## config.mk

```make
export PLATFORM = sky130hd
export DESIGN_NAME = stuffed_frame_rx
export DESIGN_NICKNAME = d
export VERILOG_FILES = /design/src/rtl/sfr_pkg.sv /design/src/rtl/sfr_decode.sv /design/src/rtl/sfr_crc.sv /design/src/rtl/sfr_track.sv /design/src/rtl/stuffed_frame_rx.sv
export SDC_FILE = /design/constraint.sdc
export NUM_CORES = 1
export LEC_CHECK = 0
export BUFFER_PORTS_ARGS = -buffer_cell sky130_fd_sc_hd__buf_4
export CAP_MARGIN = 10
export CORE_ASPECT_RATIO = 0.75
export CORE_MARGIN = 2
export CORE_UTILIZATION = 55
export DETAILED_ROUTE_END_ITERATION = 7
export HOLD_SLACK_MARGIN = 0.06
export PLACE_DENSITY_LB_ADDON = 0.2
export SYNTH_ARGS = -nofsm -noshare
export SYNTH_HDL_FRONTEND = slang
export SYNTH_SLANG_ARGS = --single-unit
```

## constraint.sdc

```tcl
create_clock -name clk -period 2.12 [get_ports clk]
set_clock_uncertainty 0.2 [all_clocks]
set_input_delay 0.53 -clock clk [delete_from_list [all_inputs] [get_ports clk]]
set_output_delay 0.53 -clock clk [all_outputs]
set_load 0.01 [all_outputs]
```

## src/rtl/sfr_pkg.sv

```systemverilog
package sfr_pkg;
    typedef enum logic [1:0] {
        ST_IDLE,
        ST_BODY,
        ST_ESC
    } dec_state_e;
endpackage

```

## src/rtl/sfr_decode.sv

```systemverilog
module sfr_decode
    import sfr_pkg::*;
#(
    parameter int          BYTE_W  = 8,
    parameter [BYTE_W-1:0] SOF     = 8'h8E,
    parameter [BYTE_W-1:0] EOF     = 8'hAE,
    parameter [BYTE_W-1:0] ESC     = 8'h9E,
    parameter [BYTE_W-1:0] SUB_SOF = 8'h81,
    parameter [BYTE_W-1:0] SUB_EOF = 8'hA1,
    parameter [BYTE_W-1:0] SUB_ESC = 8'h91
) (
    input  logic              clk,
    input  logic              rst,
    input  logic              in_valid,
    input  logic [BYTE_W-1:0] in_byte,
    output logic              dec_start,
    output logic              dec_data,
    output logic              dec_fin,
    output logic              dec_abort,
    output logic [BYTE_W-1:0] dec_byte
);
    typedef struct packed {
        dec_state_e        st;
        logic              start;
        logic              data;
        logic              fin;
        logic              abort;
        logic [BYTE_W-1:0] value;
    } dec_s;

    dec_s dec_d, dec_q;

    always_comb begin
        dec_d       = dec_q;
        dec_d.start = 1'b0;
        dec_d.data  = 1'b0;
        dec_d.fin   = 1'b0;
        dec_d.abort = 1'b0;
        if (in_valid) begin
            if (in_byte == SOF) begin
                dec_d.start = 1'b1;
                dec_d.st    = ST_BODY;
            end else begin
                unique case (dec_q.st)
                    ST_BODY: begin
                        if (in_byte == EOF) begin
                            dec_d.fin = 1'b1;
                            dec_d.st  = ST_IDLE;
                        end else if (in_byte == ESC) begin
                            dec_d.st = ST_ESC;
                        end else begin
                            dec_d.data  = 1'b1;
                            dec_d.value = in_byte;
                        end
                    end
                    ST_ESC: begin
                        dec_d.st = ST_BODY;
                        if (in_byte == SUB_SOF) begin
                            dec_d.data  = 1'b1;
                            dec_d.value = SOF;
                        end else if (in_byte == SUB_EOF) begin
                            dec_d.data  = 1'b1;
                            dec_d.value = EOF;
                        end else if (in_byte == SUB_ESC) begin
                            dec_d.data  = 1'b1;
                            dec_d.value = ESC;
                        end else begin
                            dec_d.abort = 1'b1;
                            dec_d.st    = ST_IDLE;
                        end
                    end
                    default: dec_d.st = ST_IDLE;
                endcase
            end
        end
    end

    always_ff @(posedge clk) begin
        if (rst) begin
            dec_q <= '0;
        end else begin
            dec_q <= dec_d;
        end
    end

    assign dec_start = dec_q.start;
    assign dec_data  = dec_q.data;
    assign dec_fin   = dec_q.fin;
    assign dec_abort = dec_q.abort;
    assign dec_byte  = dec_q.value;

    // the decoder reports at most one event per cycle
    assert_one_event_R2: assert property (@(posedge clk) disable iff (rst)
        $onehot0({dec_start, dec_data, dec_fin, dec_abort}));

    // no data or end event is reported without a frame open
    assert_no_event_idle_R8: assert property (@(posedge clk) disable iff (rst)
        (dec_q.st == ST_IDLE && !in_valid) |=> !(dec_data || dec_fin || dec_abort));
endmodule

```

## src/rtl/sfr_crc.sv

```systemverilog
module sfr_crc #(
    parameter int               BYTE_W = 8,
    parameter int               CRC_W  = 16,
    parameter [CRC_W-1:0]       POLY   = 16'h1021
) (
    input  logic [CRC_W-1:0]  crc_in,
    input  logic [BYTE_W-1:0] data_in,
    output logic [CRC_W-1:0]  crc_out
);
    logic [CRC_W-1:0] stage [BYTE_W+1];

    assign stage[0] = crc_in ^ (CRC_W'(data_in) << (CRC_W - BYTE_W));

    for (genvar i = 0; i < BYTE_W; i++) begin : g_bit
        assign stage[i+1] = stage[i][CRC_W-1] ? ((stage[i] << 1) ^ POLY)
                                              : (stage[i] << 1);
    end

    assign crc_out = stage[BYTE_W];
endmodule

```

## src/rtl/sfr_track.sv

```systemverilog
module sfr_track #(
    parameter int         BYTE_W   = 8,
    parameter int         CRC_W    = 16,
    parameter [CRC_W-1:0] CRC_SEED = 16'h1D0F,
    parameter [CRC_W-1:0] CRC_POLY = 16'h1021
) (
    input  logic              clk,
    input  logic              rst,
    input  logic              dec_start,
    input  logic              dec_data,
    input  logic              dec_fin,
    input  logic              dec_abort,
    input  logic [BYTE_W-1:0] dec_byte,
    output logic              out_valid,
    output logic [BYTE_W-1:0] out_byte,
    output logic              pkt_run,
    output logic              pkt_done,
    output logic              crc_err,
    output logic              frame_err
);
    localparam int HOLD  = CRC_W / BYTE_W;
    localparam int CNT_W = $clog2(HOLD + 1);

    typedef struct packed {
        logic                       run;
        logic [HOLD-1:0][BYTE_W-1:0] hold;
        logic [CNT_W-1:0]           cnt;
        logic [CRC_W-1:0]           crc;
        logic                       ovalid;
        logic [BYTE_W-1:0]          obyte;
        logic                       done;
        logic                       cerr;
        logic                       ferr;
    } trk_s;

    trk_s trk_d, trk_q;
    logic [CRC_W-1:0] crc_next;

    sfr_crc #(
        .BYTE_W (BYTE_W),
        .CRC_W  (CRC_W),
        .POLY   (CRC_POLY)
    ) u_crc (
        .crc_in  (trk_q.crc),
        .data_in (trk_q.hold[HOLD-1]),
        .crc_out (crc_next)
    );

    always_comb begin
        trk_d        = trk_q;
        trk_d.ovalid = 1'b0;
        trk_d.done   = 1'b0;
        if (dec_start) begin
            trk_d.run  = 1'b1;
            trk_d.cnt  = '0;
            trk_d.crc  = CRC_SEED;
            trk_d.cerr = 1'b0;
            trk_d.ferr = 1'b0;
        end else if (trk_q.run && dec_data) begin
            trk_d.hold = {trk_q.hold[HOLD-2:0], dec_byte};
            if (trk_q.cnt == CNT_W'(HOLD)) begin
                trk_d.ovalid = 1'b1;
                trk_d.obyte  = trk_q.hold[HOLD-1];
                trk_d.crc    = crc_next;
            end else begin
                trk_d.cnt = trk_q.cnt + 1'b1;
            end
        end else if (trk_q.run && dec_fin) begin
            trk_d.run = 1'b0;
            if (trk_q.cnt != CNT_W'(HOLD)) begin
                trk_d.ferr = 1'b1;
            end else begin
                trk_d.done = 1'b1;
                trk_d.cerr = (trk_q.hold != trk_q.crc);
            end
        end else if (trk_q.run && dec_abort) begin
            trk_d.run  = 1'b0;
            trk_d.ferr = 1'b1;
        end
    end

    always_ff @(posedge clk) begin
        if (rst) begin
            trk_q <= '0;
        end else begin
            trk_q <= trk_d;
        end
    end

    assign out_valid = trk_q.ovalid;
    assign out_byte  = trk_q.obyte;
    assign pkt_run   = trk_q.run;
    assign pkt_done  = trk_q.done;
    assign crc_err   = trk_q.cerr;
    assign frame_err = trk_q.ferr;

    // payload is only presented while a frame is open
    assert_payload_in_frame_R3: assert property (@(posedge clk) disable iff (rst)
        out_valid |-> pkt_run);

    // completion closes the frame
    assert_done_closes_R5: assert property (@(posedge clk) disable iff (rst)
        pkt_done |-> !pkt_run && $fell(pkt_run));

    // a completed frame is never a framing error
    assert_done_not_ferr_R9: assert property (@(posedge clk) disable iff (rst)
        pkt_done |-> !frame_err);

    // a newly opened frame starts with clear flags
    assert_open_clean_R1: assert property (@(posedge clk) disable iff (rst)
        $rose(pkt_run) |-> !crc_err && !frame_err);

    // an abort never coexists with completion
    assert_abort_no_done_R6: assert property (@(posedge clk) disable iff (rst)
        $rose(frame_err) |-> !pkt_done && !pkt_run);
endmodule

```

## src/rtl/stuffed_frame_rx.sv

```systemverilog
module stuffed_frame_rx #(
    parameter int          BYTE_W   = 8,
    parameter int          CRC_W    = 16,
    parameter [BYTE_W-1:0] SOF      = 8'h8E,
    parameter [BYTE_W-1:0] EOF      = 8'hAE,
    parameter [BYTE_W-1:0] ESC      = 8'h9E,
    parameter [BYTE_W-1:0] SUB_SOF  = 8'h81,
    parameter [BYTE_W-1:0] SUB_EOF  = 8'hA1,
    parameter [BYTE_W-1:0] SUB_ESC  = 8'h91,
    parameter [CRC_W-1:0]  CRC_SEED = 16'h1D0F,
    parameter [CRC_W-1:0]  CRC_POLY = 16'h1021
) (
    input  logic              clk,
    input  logic              rst,
    input  logic              in_valid,
    input  logic [BYTE_W-1:0] in_byte,
    output logic              out_valid,
    output logic [BYTE_W-1:0] out_byte,
    output logic              pkt_run,
    output logic              pkt_done,
    output logic              crc_err,
    output logic              frame_err
);
    logic              dec_start, dec_data, dec_fin, dec_abort;
    logic [BYTE_W-1:0] dec_byte;

    sfr_decode #(
        .BYTE_W  (BYTE_W),
        .SOF     (SOF),
        .EOF     (EOF),
        .ESC     (ESC),
        .SUB_SOF (SUB_SOF),
        .SUB_EOF (SUB_EOF),
        .SUB_ESC (SUB_ESC)
    ) u_decode (
        .clk       (clk),
        .rst       (rst),
        .in_valid  (in_valid),
        .in_byte   (in_byte),
        .dec_start (dec_start),
        .dec_data  (dec_data),
        .dec_fin   (dec_fin),
        .dec_abort (dec_abort),
        .dec_byte  (dec_byte)
    );

    sfr_track #(
        .BYTE_W   (BYTE_W),
        .CRC_W    (CRC_W),
        .CRC_SEED (CRC_SEED),
        .CRC_POLY (CRC_POLY)
    ) u_track (
        .clk       (clk),
        .rst       (rst),
        .dec_start (dec_start),
        .dec_data  (dec_data),
        .dec_fin   (dec_fin),
        .dec_abort (dec_abort),
        .dec_byte  (dec_byte),
        .out_valid (out_valid),
        .out_byte  (out_byte),
        .pkt_run   (pkt_run),
        .pkt_done  (pkt_done),
        .crc_err   (crc_err),
        .frame_err (frame_err)
    );
endmodule

```

[Word-level counts from Yosys, hierarchy flattened]
Cells that the tools add are included.
Operators by class
  shift operators: 0
  multipliers: 0
  bitwise operators: 18
  equality and inequality tests: 17
  order comparisons: 0
  reduce and logical (&&, ||, !) cells: 25
  div/mod/pow operators: 0
  multiplexer cells: 41
  $add $sub $neg: 1
Operators by type and width (count)
  $mux W13: 9
  $eq A8 B8 Y1 const B: 6
  $mux W22: 2
  $mux W8: 5
  $not A3 Y3: 8
  $mux W1: 16
  $ne A16 B16 Y1: 1
  $pmux W8 S2: 1
  $xor A16 B16 Y16: 1
  $mux W2: 6
  $reduce_and A2 Y1: 6
  $ne A2 B2 Y1 const B: 5
  $not A1 Y1: 9
  $reduce_and A3 Y1: 3
  $ne A4 B1 Y1 const B: 2
  $reduce_bool A2 Y1: 4
  $reduce_or A4 Y1: 2
  $reduce_and A6 Y1: 1
  $reduce_or A3 Y1: 2
  $reduce_or A6 Y1: 1
  $eq A2 B2 Y1 const B: 2
  $pmux W2 S2: 1
  $reduce_or A2 Y1: 2
  $logic_and A1 B1 Y1: 3
  other kinds (4): 4
Word-level totals
  memories: 0
  bits in registers: 61
  ROM bits: 0
  output and inout bits: 13
  word-level logic and storage cells: 119
  memory bits (writable): 0
  bits of input ports: 11
  bits in latches: 0

[Logic depth before layout (Yosys ltp)]
  word-level depth: 20
  mapped depth: 7
  gate-level depth less buffers: 6

[Modules after synthesis]
A second synthesis with hierarchy kept.
Second synthesis, totals
  cell total of the unflattened synthesis: 354
  area, all modules: 3144.3 um^2
Modules (own cells, without submodules)
  sfr_track: area an instance 1983.2 um^2, seq. area each 940.9 um^2, times used 1, cells each 239
  sfr_decode: area an instance 784.5 um^2, seq. area each 280.3 um^2, times used 1, cells each 90
  sfr_crc: area an instance 376.6 um^2, seq. area each 0.0 um^2, times used 1, cells each 25

[Least setup slack after synthesis]
No wires, ideal clock.
  path type: input to register
  from: in in_byte[0]
  to: reg u_decode.dec_q (netlist bit u_decode.dec_byte[1])
  required time: 1801 ps
  setup time: 119 ps
  path buffers: 1
  stages: 5
  slack: 223 ps
  data arrival time: 1578 ps
  cell sequence: and4b_4 o2111ai_1 and3_1 buf_2 o221a_1
Between the ends
  longest elaborated chain between the ends: 4
  elaborated cells on any way between the ends: 14
  those cells by class: eq/ne (9); mux (3); bitwise (1); reduce/logical (1)
Ends and longest elaborated chain
  start: declaration: RTL line stuffed_frame_rx.sv:16  | input logic [BYTE_W-1:0] in_byte,
  $eq A8 B8 Y1: RTL line sfr_decode.sv:61  | end else if (in_byte == SUB_EOF) begin
  $mux W8: RTL line sfr_decode.sv:61
  $mux W8: RTL line sfr_decode.sv:58  | if (in_byte == SUB_SOF) begin
  $pmux W8 S2: RTL line sfr_decode.sv:44  | unique case (dec_q.st)
  end signal: assignment: RTL line sfr_decode.sv:80  | dec_q <= '0;
  end signal: assignment: RTL line sfr_decode.sv:82  | dec_q <= dec_d;
  end: declaration: RTL line sfr_decode.sv:31  | dec_s dec_d, dec_q;
Several ways; a longest one is shown, not always the timed one.
A chain may end at the register's enable or synchronous reset.

[Final worst setup path]
  from: reg u_decode.dec_q[13] (netlist name)
  to: reg u_decode.dec_q (netlist bit u_decode.dec_byte[7])
Between the ends
  longest elaborated chain between the ends: 3
  elaborated cells on any way between the ends: 8
  those cells by class: eq/ne (5); mux (1); reduce/logical (2)
Ends and longest elaborated chain (RTL line)
  $eq A2 B2 Y1 or $eq A2 B1 Y1 (tied branches): sfr_decode.sv:44
  $ne A4 B1 Y1 (no line) (tied with other cells)
  $reduce_and A6 Y1 (no line)
Several ways; a longest one is shown, not always the timed one.

==> results.txt <==
* Die boundary width: 85.9 um
- Die Ht: 65.4 um
* R2R Setup Slk: around 130 ps
- # Max-Cap Violations: 0
* Via density per instance: 5.60
- Most used standard cell by instance count after synthesis: nand2_1
- Diode insertion count for antenna repair: 0
* Vias in the first global route: 2105
- Sorting the synthesized cells by area gives the leading types as dfxtp_1 (44%), nand2_1 (8.5%), xnor2_1 (8.2%), a21oi_1 (6.5%), xor2_1 (2.2%).
- Headroom to the max-slew limit came out at 0.669.
- Setup violations remaining at the end of the flow were counted as 0.
- Setup repair after global routing left no endpoint under its margin.
* Count of hold-fix buffers inserted at cts: 0
* Fraction of final layout cells sized beyond drive strength 1: 0.152
* IO Count: 24
* CTS Buf Count: 9
- Initial Util: 0.568
- In this run the number of H-tree levels came out at 3.
* Detail-routed net length per standard cell: roughly 15 um
- In this run the core area contains 22 standard-cell rows.
* Destination of the worst register-to-register timing path: u_decode.dec_byte[7]
* Distinct cell type count after synthesis: 42
* Final Hold Vio Count: 0
* Most numerous cell types in the synthesized netlist: nand2_1 (63), dfxtp_1 (61), a21oi_1 (36)
- Post-synthesis register bit count: 61
- Share of synthesized flip-flops with an asynchronous set or reset: 0
- The count of buffers added on input and output ports is 23.
- Critical path start-end classification: reg -> reg
- For this run, the number of Yosys warnings is 0.
- The die covers approximately 5600 um2.
- Fillcell total: 417
- The most critical setup path has its startpoint at u_decode.dec_q[13].
- Worst R2R Path Depth: 7
- The routed layout has between 2000 and 2500 vias.
- PwrDens: slightly above 700 nW/um2
- The flow ran to the end, and the final reports show no timing, DRC or antenna violations.
* Avg Synthesized Cell Area: between 8 and 9 um2
- For this run, global-route usage on met1 was measured as 0.336.
- In this run, post-CTS repair resized a total of 0 instances.
* CTS Root Cell: clkbuf_8
- Counting every net in the synthesized netlist gives about 340.
- Upper clock frequency limit: 0.503 GHz
- Endpoint of the most critical setup path: u_decode.dec_byte[7]
- Core region area: around 4900 um2
- Most instantiated flip-flop cell in the synthesis netlist: dfxtp_1
* Final standard cell area without fillers: around 3100 um2
- Counting every sink on the clock net gives about 60.
- For this run, the post-layout net count is approximately 360.
* Final RePlAce weighted congestion: 0.864
- Later-pin clock latency in the skew report: ~340 ps
- Yosys top cell area share: 0.441
- Post-DP HPWL: around 4300 um
* Fraction of met2 tracks used by global routing: 0.342
* Dominant cell type by area after synthesis: dfxtp_1
* Wire length of the first global-routing pass: around 10000 um
* Busiest layer in global routing: met2
- The synthesized design contains 0 enable-type register cells.
* CTS tree: built
- Post-DP Area: between 2000 and 3000 um2
* Largest fanout of any net on the critical path: 6
- Of the synthesized area, sequential elements account for 0.441.
- After global routing the overflow that remains totals 0.
- Worst VDD drop: between 500 and 600 uV
- Gate count after technology mapping: 325
- Remaining antenna violation count after routing: 0
- The initial antenna violation count is 0.
- For this block, the initial DRC count from the detailed router was roughly 160.
- Count of pins over their slew limit: 0
* Largest net degree at the start of global routing: 32
* Gr usage total: 0.239
- DRC viols: 0
- Hold/Removal Path Class: in -> reg
* Endpoint required time on the critical path: 2150 ps
* CP arrival: between 2000 and 2500 ps
- Met3 Resource Use GR: 0.0779
- The worst setup path is launched from a flop.
- Relative to the synthesized area, the layout overhead comes to 13.6%.
- The worst register-to-register path begins at u_decode.dec_q[13].
* Post-CTS Setup Inserts: 0
* DR pass1 iterations: 4
* Kind of end point of the critical path: flop
- For this design the static power due to leakage is 1.14 nW.
- Worst-path clk slew: approximately 60 ps
* Power Total: 2.26 mW
- After detailed routing, the total wire length is 5970 um.
- Slew at the pin closest to its max-slew limit: 494 ps
- The clock passes through at most 2 buffers.
* Final worst path period share: 0.938
* Minimum period implied by the final worst setup slack: about 2000 ps
- Hold path cells: 2
- The mapped netlist covers around 2800 um2.
-- per-layer routing --
layer | vias up | share of wire
met4 | 0 | 0.014
li1 | 1144 | -
met2 | 80 | 0.42
met5 | - | 0
met1 | 1052 | 0.51
met3 | 8 | 0.063
-- worst max-delay path, stage by stage, from the launching register on --
cell and delay [ps]:
dfxtp_1 390, inv_1 70, ha_1 240, nor2b_1 160, o2111ai_1 200, buf_4 160
nand3_1 180, o221a_1 290
-- logic make-up after synthesis --
kind of cell             synth area share
AND/OR/NAND/NOR                     0.202
AO/OA/AOI/OAI                       0.167
flip-flops                          0.441
buffers and inverters              0.0606
XOR/XNOR                            0.104
multiplexers                       0.0109
adder cells (fa/ha/maj)            0.0136
-- cell type report --
cell class	count	area [um2]	area share
inverter	10	37.5	0.0119
multi-input combinational	229	1380	0.439
clock buffer	11	141	0.0450
sequential	61	1220	0.388
tap	60	75.1	0.0239
clock inverter	5	50.0	0.0159
timing repair buffer	32	240	0.0764
-- where the power goes --
group,internal (mW),switching [mW]
registers,1.15,0.00483
clock network,0.566,0.431
logic,0.0403,0.0589
total,1.76,0.494
-- state kept, by name, summed over array words and instances (netlist names) --
| name | count |
|---|---|
| u_track.out_byte | 8 |
| u_track.out_valid | 1 |
| u_decode.dec_data | 1 |
| u_track.pkt_done | 1 |
| u_track.trk_q | 34 |
| u_decode.dec_byte | 8 |
| u_track.pkt_run | 1 |
| u_decode.dec_start | 1 |
| u_decode.dec_q | 2 |
| u_track.frame_err | 1 |
| u_track.crc_err | 1 |
| u_decode.dec_abort | 1 |
| u_decode.dec_fin | 1 |
-- stage by stage --
step | cells | TNS (ps) | hold slack, ps | util | worst slack, ps
after global placement | 392 | 0 | 238 | 0.606 | 67.8
after detailed placement | 392 | -37.7 | 247 | 0.606 | -17.1
after floorplan | 325 | 0 | 227 | - | 223
after global routing | 408 | 0 | 215 | 0.645 | 41.5
final | 408 | 0 | 210 | 0.645 | 132
after CTS | 408 | 0 | 198 | 0.645 | 135
-- placed cells by master, fill, tap and decap left out, types with 2 or more instances in the layout --
cell       instances
and3_1             3
mux2i_1            3
clkbuf_8          10
nor2_1            16
nand2b_1           2
o21ai_0            5
nand4_1            2
xnor2_1           26
buf_4             32
o221a_1            4
o22ai_1            3
a21oi_1           36
clkinv_2           4
or2_2              2
a211oi_1           8
nor4_1             2
xor2_1             7
ha_1               3
nand3_1            7
nor2b_1            7
o2111ai_1          2
o21a_1             4
dfxtp_1           61
nor3_1             9
inv_1             10
nand2_1           63
-- how the worst min path moves through the flow --
| stage | from | end |
|---|---|---|
| after floorplan | u_decode.dec_byte[5] | u_track.trk_q[35] |
| after global placement | u_decode.dec_byte[5] | u_track.trk_q[35] |
| after detailed placement | u_decode.dec_byte[6] | u_track.trk_q[36] |
| after CTS | in_byte[5] | u_decode.dec_start |
| after global routing | in_byte[5] | u_decode.dec_start |
| final | in_byte[5] | u_decode.dec_start |
(Power assumes the default switching activity.)
